[src/rtl/pla_pkg.sv]
package pla_pkg;

    // Action taken by the configuration loader in one cycle: {load, shift}
    typedef enum logic [1:0] {
        ACT_IDLE  = 2'b00,
        ACT_SHIFT = 2'b01,
        ACT_LOAD  = 2'b10,
        ACT_BOTH  = 2'b11
    } cfg_act_e;

    function automatic int cfg_len(input int n_in, input int n_term, input int n_out);
        return n_term * 2 * n_in + n_out * n_term;
    endfunction

endpackage

[src/rtl/pla_cfg_chain.sv]
module pla_cfg_chain
    import pla_pkg::*;
#(
    parameter int LEN = 66
) (
    input  logic           clk,
    input  logic           rst_n,
    input  logic           shift_en,
    input  logic           bit_in,
    input  logic           load,
    output logic [LEN-1:0] active_q
);

    logic [LEN-1:0] shadow_q, shadow_d, active_d;
    cfg_act_e       act;

    assign act = cfg_act_e'({load, shift_en});

    // Next-state decode. A load always captures the pre-edge shadow.
    always_comb begin
        shadow_d = shadow_q;
        active_d = active_q;
        unique case (act)
            ACT_IDLE: ;
            ACT_SHIFT: shadow_d = {shadow_q[LEN-2:0], bit_in};
            ACT_LOAD:  active_d = shadow_q;
            ACT_BOTH: begin
                shadow_d = {shadow_q[LEN-2:0], bit_in};
                active_d = shadow_q;
            end
            default: ;
        endcase
    end

    // State register
    always_ff @(posedge clk) begin
        if (!rst_n) begin
            shadow_q <= '0;
            active_q <= '0;
        end else begin
            shadow_q <= shadow_d;
            active_q <= active_d;
        end
    end

    // serial bit enters at the low end, older bits move up
    p_shift_in_r7: assert property (@(posedge clk) disable iff (!rst_n)
        shift_en |=> (shadow_q[0] == $past(bit_in)) &&
                     (shadow_q[LEN-1:1] == $past(shadow_q[LEN-2:0])));

    // without a load the active planes hold
    p_hold_r8: assert property (@(posedge clk) disable iff (!rst_n)
        !load |=> $stable(active_q));

    // load transfers the shadow chain
    p_load_copy_r9: assert property (@(posedge clk) disable iff (!rst_n)
        load |=> (active_q == $past(shadow_q)));

    // simultaneous shift and load
    p_both_r10: assert property (@(posedge clk) disable iff (!rst_n)
        (shift_en && load) |=> (active_q == $past(shadow_q)) &&
                               (shadow_q[LEN-1:1] == $past(shadow_q[LEN-2:0])));

    // shadow idle when no shift
    p_shadow_idle_r8: assert property (@(posedge clk) disable iff (!rst_n)
        !shift_en |=> $stable(shadow_q));

endmodule

[src/rtl/pla_and_plane.sv]
module pla_and_plane #(
    parameter int N_IN   = 4,
    parameter int N_TERM = 6,
    localparam int RAILS = 2 * N_IN,
    localparam int BITS  = N_TERM * RAILS
) (
    input  logic [N_IN-1:0]   in_vec,
    input  logic [BITS-1:0]   and_mask,
    output logic [N_TERM-1:0] term
);

    logic [RAILS-1:0] rail;

    // True and inverted rail per input
    for (genvar i = 0; i < N_IN; i++) begin : g_rail
        assign rail[2*i]   = in_vec[i];
        assign rail[2*i+1] = ~in_vec[i];
    end

    // Unselected rails are forced high, so an empty row yields 1
    for (genvar p = 0; p < N_TERM; p++) begin : g_term
        logic [RAILS-1:0] sel;
        assign sel     = and_mask[p*RAILS +: RAILS];
        assign term[p] = &(rail | ~sel);
    end

endmodule

[src/rtl/pla_or_plane.sv]
module pla_or_plane #(
    parameter int N_TERM = 6,
    parameter int N_OUT  = 3,
    localparam int BITS  = N_OUT * N_TERM
) (
    input  logic [N_TERM-1:0] term,
    input  logic [BITS-1:0]   or_mask,
    output logic [N_OUT-1:0]  out_vec
);

    for (genvar m = 0; m < N_OUT; m++) begin : g_out
        assign out_vec[m] = |(term & or_mask[m*N_TERM +: N_TERM]);
    end

endmodule

[src/rtl/pla_array.sv]
module pla_array
    import pla_pkg::*;
#(
    parameter int N_IN   = 4,
    parameter int N_TERM = 6,
    parameter int N_OUT  = 3
) (
    input  logic             clk,
    input  logic             rst_n,
    input  logic             cfg_shift_en,
    input  logic             cfg_bit,
    input  logic             cfg_load,
    input  logic [N_IN-1:0]  in_vec,
    output logic [N_OUT-1:0] out_vec
);

    localparam int RAILS    = 2 * N_IN;
    localparam int AND_BITS = N_TERM * RAILS;
    localparam int OR_BITS  = N_OUT * N_TERM;
    localparam int CFG_LEN  = cfg_len(N_IN, N_TERM, N_OUT);

    logic [CFG_LEN-1:0]  active;
    logic [AND_BITS-1:0] and_mask;
    logic [OR_BITS-1:0]  or_mask;
    logic [N_TERM-1:0]   term;

    pla_cfg_chain #(.LEN(CFG_LEN)) u_cfg (
        .clk      (clk),
        .rst_n    (rst_n),
        .shift_en (cfg_shift_en),
        .bit_in   (cfg_bit),
        .load     (cfg_load),
        .active_q (active)
    );

    // AND field in the upper bits, OR field in the lower bits
    assign and_mask = active[CFG_LEN-1:OR_BITS];
    assign or_mask  = active[OR_BITS-1:0];

    pla_and_plane #(.N_IN(N_IN), .N_TERM(N_TERM)) u_and (
        .in_vec   (in_vec),
        .and_mask (and_mask),
        .term     (term)
    );

    pla_or_plane #(.N_TERM(N_TERM), .N_OUT(N_OUT)) u_or (
        .term     (term),
        .or_mask  (or_mask),
        .out_vec  (out_vec)
    );

    // an empty row must read 1
    for (genvar p = 0; p < N_TERM; p++) begin : g_chk_term
        p_empty_term_r2: assert property (@(posedge clk) disable iff (!rst_n)
            (and_mask[p*RAILS +: RAILS] == '0) |-> term[p]);
        for (genvar i = 0; i < N_IN; i++) begin : g_chk_var
            // contradictory rails force the row low
            p_contra_r3: assert property (@(posedge clk) disable iff (!rst_n)
                (and_mask[p*RAILS + 2*i] && and_mask[p*RAILS + 2*i + 1]) |-> !term[p]);
        end
    end

    // an output with no selected row is 0
    for (genvar m = 0; m < N_OUT; m++) begin : g_chk_out
        p_empty_or_r4: assert property (@(posedge clk) disable iff (!rst_n)
            (or_mask[m*N_TERM +: N_TERM] == '0) |-> !out_vec[m]);
    end

endmodule

[config.mk]
export PLATFORM = sky130hd
export DESIGN_NAME = pla_array
export DESIGN_NICKNAME = d
export VERILOG_FILES = /design/src/rtl/pla_pkg.sv /design/src/rtl/pla_cfg_chain.sv /design/src/rtl/pla_and_plane.sv /design/src/rtl/pla_or_plane.sv /design/src/rtl/pla_array.sv
export SDC_FILE = /design/constraint.sdc
export NUM_CORES = 1
export LEC_CHECK = 0
export BUFFER_PORTS_ARGS = -buffer_cell sky130_fd_sc_hd__clkbuf_2
export CORE_MARGIN = 5
export CORE_UTILIZATION = 30
export CTS_CLUSTER_DIAMETER = 40
export CTS_CLUSTER_SIZE = 28
export DETAILED_ROUTE_END_ITERATION = 7
export GPL_TIMING_DRIVEN = 0
export SLEW_MARGIN = 20
export SYNTH_ARGS = -nofsm -noshare
export SYNTH_HDL_FRONTEND = slang
export SYNTH_SLANG_ARGS = --single-unit
[constraint.sdc]
create_clock -name clk -period 1.1 [get_ports clk]
set_input_delay 0.11 -clock clk [delete_from_list [all_inputs] [get_ports clk]]
set_output_delay 0.11 -clock clk [all_outputs]
set_load 0.01 [all_outputs]
==> qor.csv <==
stage,metric,value,unit
power,Switching Fraction,0.190,
setup_path,CP Buf/Inv Count,1,
floorplan,Initial Util,0.304,
setup_path,Setup crit start kind,flop,
setup_path,Reg2Reg Capture Point,u_cfg.shadow_q[12]$_SDFFE_PN0P_,
power,P_int,9.37,mW
finish,# fillers,1726,
timing,fin crit period,1.64,ns
timing,Slew Limit Headroom,0.742,
timing,Final Hold Viols,0,
run,Max Cap Violations,0,
cts,Post-CTS Setup Repair Bufs,0,
place,pre-CTS setup slack,-0.265,ns
timing,Worst Max-Slew Pin Slew,0.386,ns
power,worst-case vdd ir drop,1.67,mV
timing,Slew Limit Fails,0,
setup_path,CP startpoint,u_cfg.active_q[51]$_SDFFE_PN0P_,
finish,"Core Util, Final",0.361,
synthesis,"Avg Cell Area, Syn",11.5,µm²
synthesis,"flops & latches, synth",132,
setup_path,worst reg-to-reg path cell count,2,
place,post-DP HPWL,6860,µm
synthesis,Synth cell types,10,
setup_path,CP Cell Sequence,"mux2i_1, and4_4, a22oi_2, nand3_1, buf_2",
power,P per Cell Area,1800,nW/µm²
finish,area delta synth->final,18.8,%
setup_path,R2R Setup Slk,0.42,ns
setup_path,Worst EP arrival,1.53,ns
hold_path,Worst Hold Launch,rst_n,
route,Highest Signal Layer,met4,
status,failing checks,negative setup slack,
synthesis,cells after synthesis,472,
floorplan,core footprint,17800,µm²
power,net load switching power,2.20,mW
route,final wirelength,9840,µm
global_route,vias in the first global route,3344,
place,post-place instance area,5720,µm²
timing,final setup vio count,3,
power,clock share of power,0.544,
setup_path,Critical Path Max Stage Delay,0.31,ns
setup_path,Crit. path cell count,5,
route,Post-Route M1 WL,5140,µm
floorplan,die area,20800,µm²
power,logic gate share of total power,0.042,
timing,final worst slack,-0.539,ns
place,dpl cells,705,
synthesis,number of synthesis warnings,0,
route,DRC viols,0,
synthesis,Synth Net Count,481,
global_route,global route total overflow,0,
setup_path,Reg-to-Reg Start,u_cfg.shadow_q[11]$_SDFFE_PN0P_,
global_route,first-pass GRT wire length,16700,µm
setup_path,slowest CP cell,dfxtp_2,
place,IO buf count,4,
setup_path,Required @ worst endpoint,0.99,ns
timing,clk_skew,0.00840,ns
power,Leakage,2.60,nW
place,RePlAce Congestion,0.742,
timing,Setup TNS,-1.58,ns
finish,design area,6430,µm²
floorplan,row count,49,
global_route,pin count of the biggest net entering global routing,17,
synthesis,register area share after synthesis,0.488,
global_route,Global Route Usage Sum,0.102,
cts,clk slew on worst S/H paths,0.06,ns
finish,fraction of layout cells with a size suffix above 1,0.130,
route,Post-DRT Antenna Nets,0,
floorplan,die height,144,µm
route,post-DR vias/cell,4.36,
cts,Worst-Skew Late Latency,0.40,ns
route,wire length per cell,13.4,µm
finish,ANT cells,0,
global_route,initial antenna violation count,0,
hold_path,worst hold path class,input pin to flop,
setup_path,crit-path leading delay family,simple AND/OR/NAND/NOR gates,
setup_path,critical path peak fanout,3,
synthesis,area of the mapped netlist,5420,µm²
cts,CTS sink count,132,
setup_path,crit path capture type,primary output,
cts,CTS Root Cell,clkbuf_16,
floorplan,die width,144,µm
cts,htree depth,4,
setup_path,CP Class,flop to primary output,
route,Vias,3209,
finish,final non-filler cell total,736,
route,met3 wire length,348,µm
finish,final net count,505,
cts,total CTS buffers,17,
timing,RSZ-0062 raised after global routing,yes,
timing,period utilisation layout,1.49,
power,Reg power frac,0.415,
floorplan,IO Pins,12,
route,drt pass-1 iters,4,
route,met2 routed WL,4250,µm
cts,CTS tree,done,
cts,clock tree buffer depth,2,
status,status,"finished, violations left",
setup_path,crit path capture,out_vec[0],
timing,highest clock rate,0.610,GHz
route,Iter 0 DRT Violations,117,
-- metal layers --
layer  vias to the layer above  track usage
li1                       1647            -
met1                      1520        0.141
met2                        33        0.152
met3                         9       0.0317
met4                         0       0.0324
met5                         -            0
-- cells by family after synthesis --
kind of cell / after synthesis / synth area share
multiplexers: 156 / 0.288
AND/OR/NAND/NOR: 141 / 0.165
flip-flops: 132 / 0.488
buffers and inverters: 34 / 0.0464
AO/OA/AOI/OAI: 9 / 0.0125
-- flip-flops by register name, summed over array words and instances (netlist names) --
signal          flops
u_cfg.active_q     66
u_cfg.shadow_q     66
-- layout by cell type (no fill, tap or decap), types with 2 or more instances in the layout --
| cell type | netlist | final |
|---|---|---|
| a22oi_1 | 9 | 4 |
| a22oi_2 | 0 | 5 |
| and4_4 | 0 | 6 |
| buf_2 | 3 | 5 |
| buf_4 | 4 | 4 |
| buf_6 | 14 | 14 |
| bufinv_16 | 0 | 6 |
| clkbuf_1 | 13 | 14 |
| clkbuf_16 | 0 | 17 |
| clkbuf_2 | 0 | 2 |
| clkbuf_8 | 0 | 2 |
| clkinv_2 | 0 | 3 |
| dfxtp_1 | 132 | 131 |
| mux2i_1 | 156 | 156 |
| nand3_1 | 3 | 3 |
| nor2b_1 | 132 | 132 |
-- worst min path at each step --
stage / cells after the start / to / slack, ns
final: 2 / u_cfg.shadow_q[32]$_SDFFE_PN0P_ / 0.08
after global routing: 2 / u_cfg.shadow_q[32]$_SDFFE_PN0P_ / 0.08
after CTS: 2 / u_cfg.shadow_q[32]$_SDFFE_PN0P_ / 0.07
after detailed placement: 3 / u_cfg.shadow_q[0]$_SDFFE_PN0P_ / 0.40
after global placement: 3 / u_cfg.shadow_q[0]$_SDFFE_PN0P_ / 0.38
after floorplan: 2 / u_cfg.shadow_q[0]$_SDFFE_PN0P_ / 0.28
-- cell type report --
type / instances / area (µm²) / share of cell area
Sequential cell: 132 / 2640 / 0.411
Multi-Input combinational cell: 306 / 2560 / 0.398
Clock buffer: 20 / 457 / 0.0710
Tap cell: 229 / 287 / 0.0445
Buffer: 34 / 251 / 0.0391
Clock inverter: 10 / 204 / 0.0317
Timing Repair Buffer: 5 / 30.0 / 0.00467
-- timing repair --
action                                  in CTS  in global routing
pin swaps                                    3                  4
hold buffers                                 1                  0
hold endpoints to repair                     1                  0
cloned                                       0                  0
endpoints found under the setup margin       3                  3
resized for setup                           13                  7
-- synth_stat cells, drive strengths merged --
cell type | number | share of area
clkbuf | 13 | 0.0090
buf | 21 | 0.037
and4 | 6 | 0.0097
dfxtp | 132 | 0.49
nor2b | 132 | 0.15
mux2i | 156 | 0.29
nand3 | 3 | 0.0028
a22oi | 9 | 0.012
-- power by group through the flow --
stage               combinational, mW  sequential [mW]  clock, mW
global route                    0.515             4.79       6.65
CTS                             0.493             4.79       6.40
floorplan                       0.398             4.90          0
detailed placement              0.488             4.90          0
global placement                0.486             4.90          0
finish                          0.484             4.80       6.29
-- worst reg2reg max path, cell delays in order (launching register included) --
cell     delay, ns
dfxtp_1       0.34
mux2i_1       0.17
nor2b_1       0.06
-- metrics by stage --
| stage | power [mW] | hold WS [ns] |
|---|---|---|
| after floorplan | 5.29 | 0.279 |
| after global placement | 5.38 | 0.379 |
| after detailed placement | 5.39 | 0.400 |
| after CTS | 11.7 | 0.0723 |
| after global routing | 12.0 | 0.0817 |
| final | 11.6 | 0.0757 |
Note: power is estimated with default switching activity, not from simulation.
